===== src/rtl/tmr_pkg.sv =====
package tmr_pkg;

    localparam int DATA_W = 16;
    localparam int BYTE_W = 8;
    localparam int ADDR_W = 3;

    typedef enum logic [1:0] {
        MODE_INTERVAL = 2'd0,
        MODE_EVENT    = 2'd1,
        MODE_GATED    = 2'd2,
        MODE_PULSE    = 2'd3
    } tmode_e;

    localparam logic [ADDR_W-1:0] ADR_CTRL  = 3'd0;
    localparam logic [ADDR_W-1:0] ADR_CFG   = 3'd1;
    localparam logic [ADDR_W-1:0] ADR_PER_L = 3'd2;
    localparam logic [ADDR_W-1:0] ADR_PER_H = 3'd3;
    localparam logic [ADDR_W-1:0] ADR_SEC_L = 3'd4;
    localparam logic [ADDR_W-1:0] ADR_SEC_H = 3'd5;
    localparam logic [ADDR_W-1:0] ADR_CNT_L = 3'd6;
    localparam logic [ADDR_W-1:0] ADR_CNT_H = 3'd7;

    function automatic logic capture_allowed(tmode_e m);
        return (m != MODE_PULSE);
    endfunction

endpackage


===== src/rtl/tmr_tick_src.sv =====
module tmr_tick_src
    import tmr_pkg::*;
(
    input  logic   clk,
    input  logic   rst,
    input  tmode_e mode,
    input  logic   tick_i,
    input  logic   ev_i,
    input  logic   gate_i,
    output logic   adv_o
);
    logic [2:0] ev_sync_q;
    logic [1:0] gate_sync_q;
    logic       ev_edge;

    always_ff @(posedge clk) begin
        if (rst) begin
            ev_sync_q   <= '0;
            gate_sync_q <= '0;
        end else begin
            ev_sync_q   <= {ev_sync_q[1:0], ev_i};
            gate_sync_q <= {gate_sync_q[0], gate_i};
        end
    end

    assign ev_edge = ev_sync_q[1] & ~ev_sync_q[2];

    always_comb begin
        case (mode)
            MODE_EVENT: adv_o = ev_edge;
            MODE_GATED: adv_o = tick_i & gate_sync_q[1];
            default:    adv_o = tick_i;
        endcase
    end

    AST_EV_SINGLE_PULSE: assert property (@(posedge clk) disable iff (rst)
        ev_edge |=> !ev_edge);

endmodule


===== src/rtl/tmr_core.sv =====
module tmr_core
    import tmr_pkg::*;
#(
    parameter int DW = DATA_W
)(
    input  logic          clk,
    input  logic          rst,
    input  logic          run,
    input  logic          adv,
    input  tmode_e        mode,
    input  logic          cap_en,
    input  logic          ff_init,
    input  logic [DW-1:0] per,
    input  logic [DW-1:0] sec,
    output logic [DW-1:0] cnt_o,
    output logic          irq_o,
    output logic          ff_o,
    output logic          cap_vld_o,
    output logic [DW-1:0] cap_val_o
);
    logic [DW-1:0] cnt_q;
    logic          irq_q;
    logic          ff_q;
    logic          is_pulse;

    assign is_pulse = (mode == MODE_PULSE);

    always_ff @(posedge clk) begin
        if (rst) begin
            cnt_q <= '0;
            irq_q <= 1'b0;
            ff_q  <= 1'b0;
        end else begin
            irq_q <= 1'b0;
            if (!run) begin
                cnt_q <= '0;
                ff_q  <= is_pulse ? ff_init : 1'b0;
            end else if (adv) begin
                if (cnt_q == per) begin
                    cnt_q <= '0;
                    irq_q <= 1'b1;
                    if (is_pulse) ff_q <= ~ff_q;
                end else begin
                    cnt_q <= cnt_q + 1'b1;
                    if (is_pulse && cnt_q == sec) ff_q <= ~ff_q;
                end
            end
        end
    end

    assign cnt_o     = cnt_q;
    assign irq_o     = irq_q;
    assign ff_o      = ff_q;
    assign cap_vld_o = run & adv & cap_en & capture_allowed(mode);
    assign cap_val_o = cnt_q;

    AST_IRQ_AT_ZERO: assert property (@(posedge clk) disable iff (rst)
        irq_q |-> (cnt_q == '0));

    AST_FF_LOW_OUTSIDE_PULSE: assert property (@(posedge clk) disable iff (rst)
        (mode != MODE_PULSE) |=> !ff_q);

endmodule


===== src/rtl/tmr_regs.sv =====
module tmr_regs
    import tmr_pkg::*;
#(
    parameter int DW = DATA_W,
    parameter int BW = BYTE_W,
    parameter int AW = ADDR_W
)(
    input  logic          clk,
    input  logic          rst,
    input  logic          wr_en,
    input  logic          rd_en,
    input  logic [AW-1:0] addr,
    input  logic [BW-1:0] wdata,
    output logic [BW-1:0] rdata,
    input  logic          stop_i,
    input  logic          cap_vld,
    input  logic [DW-1:0] cap_val,
    input  logic [DW-1:0] cnt,
    output logic [1:0]    start_o,
    output logic          cap_en_o,
    output tmode_e        mode_o,
    output logic          ff_init_o,
    output logic [DW-1:0] per_o,
    output logic [DW-1:0] sec_o
);
    logic [1:0]    start_q;
    logic          cap_en_q;
    tmode_e        mode_q;
    logic          ff_init_q;
    logic [BW-1:0] stage_q;
    logic [DW-1:0] per_q;
    logic [DW-1:0] sec_q;
    logic [BW-1:0] sec_hi_lat_q;

    logic wr_ctrl, wr_cfg, wr_lo, wr_per_h, wr_sec_h;

    assign wr_ctrl  = wr_en && addr == ADR_CTRL;
    assign wr_cfg   = wr_en && addr == ADR_CFG;
    assign wr_lo    = wr_en && (addr == ADR_PER_L || addr == ADR_SEC_L);
    assign wr_per_h = wr_en && addr == ADR_PER_H;
    assign wr_sec_h = wr_en && addr == ADR_SEC_H;

    always_ff @(posedge clk) begin
        if (rst) begin
            start_q      <= '0;
            cap_en_q     <= 1'b0;
            mode_q       <= MODE_INTERVAL;
            ff_init_q    <= 1'b0;
            stage_q      <= '0;
            per_q        <= '0;
            sec_q        <= '0;
            sec_hi_lat_q <= '0;
        end else begin
            if (stop_i) begin
                start_q <= '0;
            end else if (wr_ctrl) begin
                start_q <= wdata[1:0];
            end
            if (wr_ctrl) cap_en_q <= wdata[2];
            if (wr_cfg && start_q == 2'b00) begin
                mode_q    <= tmode_e'(wdata[1:0]);
                ff_init_q <= wdata[2];
            end
            if (wr_lo) stage_q <= wdata;
            if (wr_per_h) per_q <= {wdata, stage_q};
            if (wr_sec_h) begin
                sec_q <= {wdata, stage_q};
            end else if (cap_vld) begin
                sec_q <= cap_val;
            end
            if (rd_en && addr == ADR_SEC_L) sec_hi_lat_q <= sec_q[DW-1:BW];
        end
    end

    always_comb begin
        case (addr)
            ADR_CTRL:  rdata = {5'b0, cap_en_q, start_q};
            ADR_CFG:   rdata = {5'b0, ff_init_q, mode_q};
            ADR_PER_L: rdata = per_q[BW-1:0];
            ADR_PER_H: rdata = per_q[DW-1:BW];
            ADR_SEC_L: rdata = sec_q[BW-1:0];
            ADR_SEC_H: rdata = sec_hi_lat_q;
            ADR_CNT_L: rdata = cnt[BW-1:0];
            default:   rdata = cnt[DW-1:BW];
        endcase
    end

    assign start_o   = start_q;
    assign cap_en_o  = cap_en_q;
    assign mode_o    = mode_q;
    assign ff_init_o = ff_init_q;
    assign per_o     = per_q;
    assign sec_o     = sec_q;

    AST_LO_WRITE_HOLDS_PER: assert property (@(posedge clk) disable iff (rst)
        (wr_en && addr == ADR_PER_L) |=> $stable(per_q));

    AST_STOP_CLEARS_START: assert property (@(posedge clk) disable iff (rst)
        stop_i |=> (start_q == 2'b00));

    AST_CFG_LOCKED_RUNNING: assert property (@(posedge clk) disable iff (rst)
        (start_q != 2'b00) |=> $stable(mode_q));

endmodule


===== src/rtl/tmr16_multimode.sv =====
module tmr16_multimode
    import tmr_pkg::*;
(
    input  logic              clk,
    input  logic              rst,
    input  logic              tick_i,
    input  logic              ev_i,
    input  logic              gate_i,
    input  logic              stop_i,
    input  logic              wr_en_i,
    input  logic              rd_en_i,
    input  logic [ADDR_W-1:0] addr_i,
    input  logic [BYTE_W-1:0] wdata_i,
    output logic [BYTE_W-1:0] rdata_o,
    output logic              irq_o,
    output logic              pulse_o
);
    logic [1:0]        start;
    logic              cap_en;
    tmode_e            mode;
    logic              ff_init;
    logic [DATA_W-1:0] per, sec, cnt, cap_val;
    logic              cap_vld, adv, run;

    assign run = (start != 2'b00);

    tmr_regs #(.DW(DATA_W), .BW(BYTE_W), .AW(ADDR_W)) regs_i (
        .clk(clk), .rst(rst), .wr_en(wr_en_i), .rd_en(rd_en_i),
        .addr(addr_i), .wdata(wdata_i), .rdata(rdata_o), .stop_i(stop_i),
        .cap_vld(cap_vld), .cap_val(cap_val), .cnt(cnt),
        .start_o(start), .cap_en_o(cap_en), .mode_o(mode),
        .ff_init_o(ff_init), .per_o(per), .sec_o(sec)
    );

    tmr_tick_src tick_i0 (
        .clk(clk), .rst(rst), .mode(mode), .tick_i(tick_i),
        .ev_i(ev_i), .gate_i(gate_i), .adv_o(adv)
    );

    tmr_core #(.DW(DATA_W)) core_i (
        .clk(clk), .rst(rst), .run(run), .adv(adv), .mode(mode),
        .cap_en(cap_en), .ff_init(ff_init), .per(per), .sec(sec),
        .cnt_o(cnt), .irq_o(irq_o), .ff_o(pulse_o),
        .cap_vld_o(cap_vld), .cap_val_o(cap_val)
    );

endmodule


===== config.mk =====
export PLATFORM = sky130hd
export DESIGN_NAME = tmr16_multimode
export DESIGN_NICKNAME = d
export VERILOG_FILES = /design/src/rtl/tmr_pkg.sv /design/src/rtl/tmr_tick_src.sv /design/src/rtl/tmr_core.sv /design/src/rtl/tmr_regs.sv /design/src/rtl/tmr16_multimode.sv
export SDC_FILE = /design/constraint.sdc
export NUM_CORES = 1
export LEC_CHECK = 0
export ABC_AREA = 1
export BUFFER_PORTS_ARGS = -buffer_cell sky130_fd_sc_hd__buf_2
export CAP_MARGIN = 20
export CORE_MARGIN = 2
export CORE_UTILIZATION = 45
export DETAILED_ROUTE_END_ITERATION = 7
export MAX_ROUTING_LAYER = met4
export PLACE_DENSITY = 0.62
export REMOVE_ABC_BUFFERS = 1
export SETUP_SLACK_MARGIN = 0.15
export SYNTH_ARGS = -nofsm -noshare
export SYNTH_HDL_FRONTEND = slang
export SYNTH_SLANG_ARGS = --single-unit

===== constraint.sdc =====
create_clock -name clk -period 1.9 [get_ports clk]
set_input_delay 0.285 -clock clk [delete_from_list [all_inputs] [get_ports clk]]
set_output_delay 0.285 -clock clk [all_outputs]
set_load 0.05 [all_outputs]

==> impl_metrics.yaml <==
run_status:
  status: "complete, no violations"
routing:
  viasPerCell: 5.39
  dr_wl_met3_um: 655
  drcViolationCount: 0
  wl_per_cell_um: 16.1
  vias: 4196
  drtIter0Drc: 353
  first_pass_iters: 5
  highest_layer: "met4"
  routed_wl_um: 12500
  wl_met2_um: 5600
  ant_nets: 0
  drt-met1-wl_um: 5940
yosys:
  synth_largest_area_cell: "dfxtp_1"
  yosysMostFrequentCell: "nand2_1"
  synth.distinct_cells: 35
  synthMuxAreaShare: 0
  synthCells: 617
  synth-xor-area-share: 0.0107
  yosys_warnings: 0
  synthFlopType: "dfxtp_1"
  synth_edf_count: 0
  seq_area_frac_synth: 0.378
  synth_top_family_by_area: "simple AND/OR/NAND/NOR gates"
  synthSimpleGateAreaFrac: 0.278
  synth_async_sr_flop_share: 0
  synth.top_cell.area_share: 0.378
  synthTopCellsByArea: "dfxtp_1 38%, nand2_1 14%, inv_1 7.4%, o21ai_0 6.4%, a21oi_1 5.4%"
  yosys-top-cells-count: "154 x nand2_1, 80 x inv_1, 77 x dfxtp_1"
  netlist_area_um2: 4080
  synth_seq_cells: 77
  synth.avg_cell_area_um2: 6.62
  yosys.area_share.adder: 0.0123
  synth_compound_area_frac: 0.201
clock_tree:
  htree_levels: 3
  root_buffer: "clkbuf_8"
  clkSinkCount: 77
  cts_inserted_buffers: 9
  cts_buffer_depth: 2
  cts_tree: "yes"
  clk_pin_slew_ps: 80
  clk-insertion-delay-late_ps: 360
  hold_buffers: 0
sta:
  rsz0062_at_grt: "yes"
  finClkSkew_ps: 9.64
  max_freq_mhz: 570
  worst_pin_slew_ps: 305
  setup_violations: 0
  finalCriticalPeriod_ps: 1760
  fin_ws_ps: 144
  report.final.slew_viol_count: 0
  fin_crit_sh: 0.924
  finalHoldViolCount: 0
  relSlewSlack: 0.796
  finalSetupTns_ps: 0
layout:
  final_area_um2: 4920
  utilization: 0.562
  drive_gt1_frac: 0.224
  syn2layout_area_growth_pct: 20.6
  num_antenna_cells: 0
  fin_nets: 689
global_routing:
  grt_pass1_wl_um: 20200
  antenna_found_initial: 0
  gr-total-overflow: 0
  gr-usage-all-layers: 0.269
  grt_max_degree: 28
  first_global_vias: 3904
setup_path:
  worstSetupEndpointType: "flop"
  critPathRequiredTime_ps: 2140
  worstRegToRegCells: 14
  path_max_fanout: 5
  r2r-end: "core_i.cap_val_o[8]"
  cp.arrival_ps: 2000
  r2r-start: "regs_i.mode_o[0]"
  critPathKind: "reg2reg"
  r2r_slack_ps: 140
  cp-start-kind: "flop"
placed_design:
  gp_congestion: 0.950
  hpwl_um: 8890
  io_buffers: 28
  dpl_cell_area_um2: 4420
  dpl_worst_slack_ps: -49.8
power_and_ir_drop:
  seqPwrFrac: 0.497
  power.leakage_nw: 2.08
  clockPowerShare: 0.381
  p_per_area_nw_per_um2: 688
  power_switching_w: 0.000924
  combPwrFrac: 0.121
  p_int_w: 0.00246
  sw_frac_of_total: 0.273
  vdd_drop_max_uv: 364
floorplan:
  die-width_um: 99.3
  io_pins: 29
  core_area_um2: 8760
  start_util: 0.466
  fp.dieH_um: 99.3
  fp.dieArea_um2: 9850
  row_count: 34
flow_run:
  max_cap_violations: 0
worst_hold_path:
  min_path_type: "in2reg"
  holdPathStages: 3
  whs_endpoint: "tick_i0.ev_sync_q[0]"
  hold_start: "ev_i"
layer usage:
layer  global-route usage  vias up
li1                     -     2096
met1                0.368     1933
met2                0.403      143
met3               0.0408       24
met4               0.0991        0
met5                    -        -
layout by cell type, fill, tap and decap left out, types with 4 or more instances in the layout:
master	Yosys	routed
nand2_4	3	8
nor2_1	56	55
dfxtp_2	0	9
o21ai_0	52	48
a31oi_1	12	12
xor2_1	5	5
o221ai_1	5	5
inv_2	10	16
nand2_1	154	150
nand3_1	30	28
o21ai_2	0	4
o21ai_1	9	9
a21oi_1	44	42
nor2_4	1	5
buf_4	6	41
buf_2	6	18
dfxtp_4	0	5
clkbuf_8	0	11
inv_1	80	71
o22ai_1	15	13
nor3_1	7	7
dfxtp_1	77	63
critical path, stage by stage, from the launching register on:
cell	delay, ps
dfxtp_2	360
inv_4	50
ha_4	260
inv_1	30
nand2_1	60
nand2_2	60
nand2_4	90
buf_4	120
nand2_4	60
nor2_4	120
nand2_4	100
inv_2	80
nand2_2	70
o21ai_2	120
nor2_1	60
stage by stage:
step / hold slack [ps] / instances / total power, W
floorplan: 354 / 592 / 0.00193
global placement: 391 / 753 / 0.00208
detailed placement: 401 / 753 / 0.00208
CTS: 120 / 772 / 0.00336
global route: 130 / 778 / 0.00352
finish: 124 / 778 / 0.00339
what timing repair did:
action,in CTS,in global routing
resized for setup,27,50
pin swaps,9,10
setup endpoints to repair,38,39
setup buffers,4,6
state kept, by name (all words and copies together) (netlist names):
name	flops
regs_i.sec_hi_lat_q	8
core_i.ff_o	1
regs_i.stage_q	8
tick_i0.ev_sync_q	3
core_i.cap_val_o	16
regs_i.per_o	16
regs_i.mode_o	2
regs_i.cap_en_o	1
regs_i.start_o	2
tick_i0.gate_sync_q	2
regs_i.ff_init_o	1
regs_i.sec_o	16
core_i.irq_o	1
layout make-up:
class / count / area (um2)
fillers: 833 / 3840
clock buffers: 11 / 151
repair buffers: 63 / 453
inverters: 91 / 353
well taps: 108 / 135
clock inverters: 4 / 47.5
multi-input cells: 424 / 2210
flip-flops and latches: 77 / 1570
power by group through the flow:
stage	logic (W)	registers (W)	clock network (W)
finish	0.000411	0.00169	0.00129
global route	0.000454	0.00169	0.00138
CTS	0.000373	0.00169	0.00130
detailed placement	0.000354	0.00173	0
global placement	0.000349	0.00173	0
floorplan	0.000214	0.00172	0
worst max-delay path by stage:
stage,end,depth (start not counted),startpoint
5_1_grt,core_i.cap_val_o[10],14,regs_i.mode_o[0]
6_report,core_i.cap_val_o[8],14,regs_i.mode_o[0]
4_1_cts,rdata_o[1],7,addr_i[1]
2_1_floorplan,regs_i.sec_o[12],10,regs_i.mode_o[0]
3_3_place_gp,rdata_o[3],8,addr_i[2]
3_5_place_dp,core_i.cap_val_o[8],12,regs_i.mode_o[0]
kinds of logic (layout without fill, tap and decap cells):
| logic type | after synthesis | count (layout) |
|---|---|---|
| compound gates | 147 | 147 |
| xor+xnor | 5 | 5 |
| fa+ha+maj | 4 | 4 |
| buf+inv | 116 | 169 |
| flops | 77 | 77 |
| simple gates | 268 | 268 |
Power figures use the tool's default switching activity.
